File: config.mk
export PLATFORM = sky130hd
export DESIGN_NAME = unary_bubble_sorter
export DESIGN_NICKNAME = d
export VERILOG_FILES = /design/src/rtl/ce_cell.sv /design/src/rtl/bubble_pass.sv /design/src/rtl/unary_bubble_sorter.sv
export SDC_FILE = /design/constraint.sdc
export NUM_CORES = 1
export LEC_CHECK = 0
export BUFFER_PORTS_ARGS = -buffer_cell sky130_fd_sc_hd__buf_2
export CORE_AREA = 2 2 39 41
export DETAILED_ROUTE_END_ITERATION = 10
export DIE_AREA = 0 0 41 43
export PLACE_DENSITY = 0.69
export SLEW_MARGIN = 20
export SYNTH_ARGS = -nofsm -noshare
export SYNTH_HDL_FRONTEND = slang
export SYNTH_HIERARCHICAL = 1
export SYNTH_SLANG_ARGS = --single-unit
File: constraint.sdc
create_clock -name vclk -period 6.23
set_input_delay 1.246 -clock vclk [all_inputs]
set_output_delay 1.246 -clock vclk [all_outputs]
set_load 0.02 [all_outputs]
File: src/rtl/ce_cell.sv
// Two-input compare-exchange for one-bit keys.
module ce_cell (
  input  logic a_i,
  input  logic b_i,
  output logic hi_o,
  output logic lo_o
);
  assign hi_o = a_i | b_i;
  assign lo_o = a_i & b_i;
endmodule

File: src/rtl/bubble_pass.sv
// One bubble pass: a ripple of compare-exchange cells running from the
// bottom lane up to lane FIRST. It floats the OR of lanes FIRST..WIDTH-1
// into lane FIRST. Lanes below FIRST pass straight through.
module bubble_pass #(
  parameter int unsigned WIDTH = 8,
  parameter int unsigned FIRST = 0
) (
  input  logic [WIDTH-1:0] vec_i,
  output logic [WIDTH-1:0] vec_o
);
  localparam int unsigned NCELL = WIDTH - 1 - FIRST;

  // Value being carried upward; index j holds what enters lane j from below.
  logic [WIDTH-1:FIRST] carry;

  assign carry[WIDTH-1] = vec_i[WIDTH-1];

  for (genvar i = 0; i < FIRST; i++) begin : g_keep
    assign vec_o[i] = vec_i[i];
  end

  for (genvar j = FIRST + 1; j < WIDTH; j++) begin : g_cell
    ce_cell u_cell (
      .a_i  (vec_i[j-1]),
      .b_i  (carry[j]),
      .hi_o (carry[j-1]),
      .lo_o (vec_o[j])
    );
  end

  assign vec_o[FIRST] = carry[FIRST];

endmodule

File: src/rtl/unary_bubble_sorter.sv
// Stack of PASSES bubble passes; pass p settles lane p.
module unary_bubble_sorter #(
  parameter int unsigned WIDTH  = 8,
  parameter int unsigned PASSES = WIDTH - 1
) (
  input  logic [WIDTH-1:0] bits_i,
  output logic [WIDTH-1:0] sorted_o
);
  localparam int unsigned NSTAGE  = PASSES + 1;
  localparam int unsigned NCELLS  = PASSES * (2 * WIDTH - 1 - PASSES) / 2;
  localparam int unsigned NGATES  = 2 * NCELLS;

  // Lane vector at every stage boundary, stage 0 = inputs.
  logic [NSTAGE*WIDTH-1:0] stage_flat;

  assign stage_flat[WIDTH-1:0] = bits_i;

  for (genvar p = 0; p < PASSES; p++) begin : g_pass
    bubble_pass #(
      .WIDTH (WIDTH),
      .FIRST (p)
    ) u_pass (
      .vec_i (stage_flat[p*WIDTH +: WIDTH]),
      .vec_o (stage_flat[(p+1)*WIDTH +: WIDTH])
    );
  end

  assign sorted_o = stage_flat[PASSES*WIDTH +: WIDTH];

endmodule

==> metrics.md <==
| Metric | Value |
|---|---|
| Antenna diodes | 0 |
| Drt wl/cell | 5.43 um |
| Commonest cells in the netlist | and2_2, or2_1, buf_4 |
| Status | completed |
| Routed wl met2 | 222 um |
| Register Area | 0 um^2 |
| Avg Cell Area, Syn | 7.09 um^2 |
| Post-CTS Setup Bufs | 0 |
| First-iteration detailed-routing DRC count | 0 |
| Slew HR | 92.7% |
| Hold Crit Class | primary input to output port |
| DR WL met3 | 46 um |
| CP endpoint kind | output port |
| Post-Syn Instances | 83 |
| Number of global-route vias before repair | 237 |
| Hold Buf Count CTS | 0 |
| Final setup viols | 0 |
| Min Tclk post-route | 5.39 ns |
| Worst-Margin Slew | 0.110 ns |
| Finished Layout Cells | 88 |
| Drt drc | 0 |
| Starting Density | 42.5% |
| Via/cell ratio | 4.11 |
| Hold Path Cell Cnt | 3 |
| I/O Buffers | 16 |
| Synth Cell Area | 588 um^2 |
| Share of post-route cells with drive strength above 1 | 61.1% |
| FFs & Latches | 0 |
| Core Region | 1380 um^2 |
| Leakage power | 0.225 nW |
| Top Layer Used | met3 |
| Worst path required time | 4.98 ns |
| Initial antenna violation count | 0 |
| Crit Path Max Fanout | 2 |
| Yosys top cell by area | and2_2 |
| Setup CP Type | primary input to output port |
| CP max stage delay | 0.23 ns |
| IO Pins | 16 |
| Largest net degree at the start of global routing | 3 |
| CP cell instances | buf_2 > or2_1 > or2_1 > or2_1 > or2_1 > or2_1 > or2_1 > and2_2 > and2_2 > and2_2 > and2_2 > and2_2 > and2_2 > or2_1 > buf_2 |
| Max rail drop VDD | 0.0000238 V |
| Final WL | 478 um |
| Die Wd | 41 um |
| RSZ-0062 raised after global routing | no |
| Placed cell count | 88 |
| Sequential area share after synthesis | 0% |
| Post-synth cell types | 3 |
| First-pass DRT Iterations | 1 |
| Antenna violation net count after detailed routing | 0 |
| Gr ovfl total | 0 |
| Total GRT Usage | 5.59% |
| Post-CTS Resized | 0 |
| Synth Warn # | 6 |
| Max Cap Viol | 0 |
| Clock buffer count | 0 |
| CP startpoint kind | primary input |
| Final nets | 82 |
| Synth Net Count | 91 |
| TNS Setup | 0 ns |
| Rows | 14 |
| Slowest CP cell | or2_1 |
| GP Congestion | 0.685 |
| Cells taking the most area after synthesis | and2_2, buf_4, or2_1 |
| Die Y | 43 um |
| Global-route wire length before repair | 759 um |
| CP arrival | 4.15 ns |
| CP most frequent cell | or2_1 |
| Fmax | 185 MHz |
| Routed vias | 362 |
| Final Hold Fails | 0 |
| Area Growth Syn to Fin | -17.4% |
| Slew Limit Fails | 0 |
| Full die area | 1760 um^2 |
| Tcrit/Tclk final | 86.6% |
| Wl on met1 | 209 um |
| Share of the synthesized area in the top cell type | 35.7% |
| Power density over cell area | 53.2 nW/um^2 |
per-layer routing:
metal,GRT usage (%),vias up
li1,-,201
met1,6.65,148
met2,10.9,13
met3,0,0
met4,0,0
met5,0,-
critical path, delay by kind of cell:
kind | cells | cell delay (ns)
and+or+nand+nor | 13 | 2.64
buffers and inverters | 2 | 0.25
through the flow:
stage / worst slack [ns] / util, % / hold slack [ns] / instance area [um^2] / power [mW]
2_1_floorplan: 1.08 / - / 3.18 / 588 / 0.0326
3_3_place_gp: 0.845 / 35.1 / 2.80 / 485 / 0.0257
3_5_place_dp: 0.810 / 35.1 / 2.80 / 485 / 0.0264
4_1_cts: 0.810 / 35.1 / 2.80 / 485 / 0.0264
5_1_grt: 0.666 / 35.1 / 2.83 / 485 / 0.0295
6_report: 0.837 / 35.1 / 2.80 / 485 / 0.0258
area by class of cell:
cell class | count | area, um^2
fill | 164 | 898
multi-input combinational | 56 | 385
tap | 16 | 20.0
timing repair buffer | 16 | 80.1
cells in the final DEF, fill, tap and decap left out, drive strengths merged:
cell type | Yosys | final
or2 | 28 | 28
and2 | 28 | 28
buf | 27 | 16
logic make-up after synthesis:
| logic type | count (synthesis) | share of synthesized area [%] |
|---|---|---|
| buffers and inverters | 27 | 34.5 |
| AND/OR/NAND/NOR | 56 | 65.5 |
worst paths after layout:
kind,start,endpoint,slack (ns)
worst max-delay path,bits_i[7],sorted_o[6],0.84
worst min-delay path,bits_i[0],sorted_o[0],2.80
where the power goes:
group	total (mW)	switching, mW	internal [mW]	leakage (nW)
sequential	0	0	0	0
clock	0	0	0	0
combinational	0.0258	0.0110	0.0148	0.225
(Power assumes the default switching activity.)
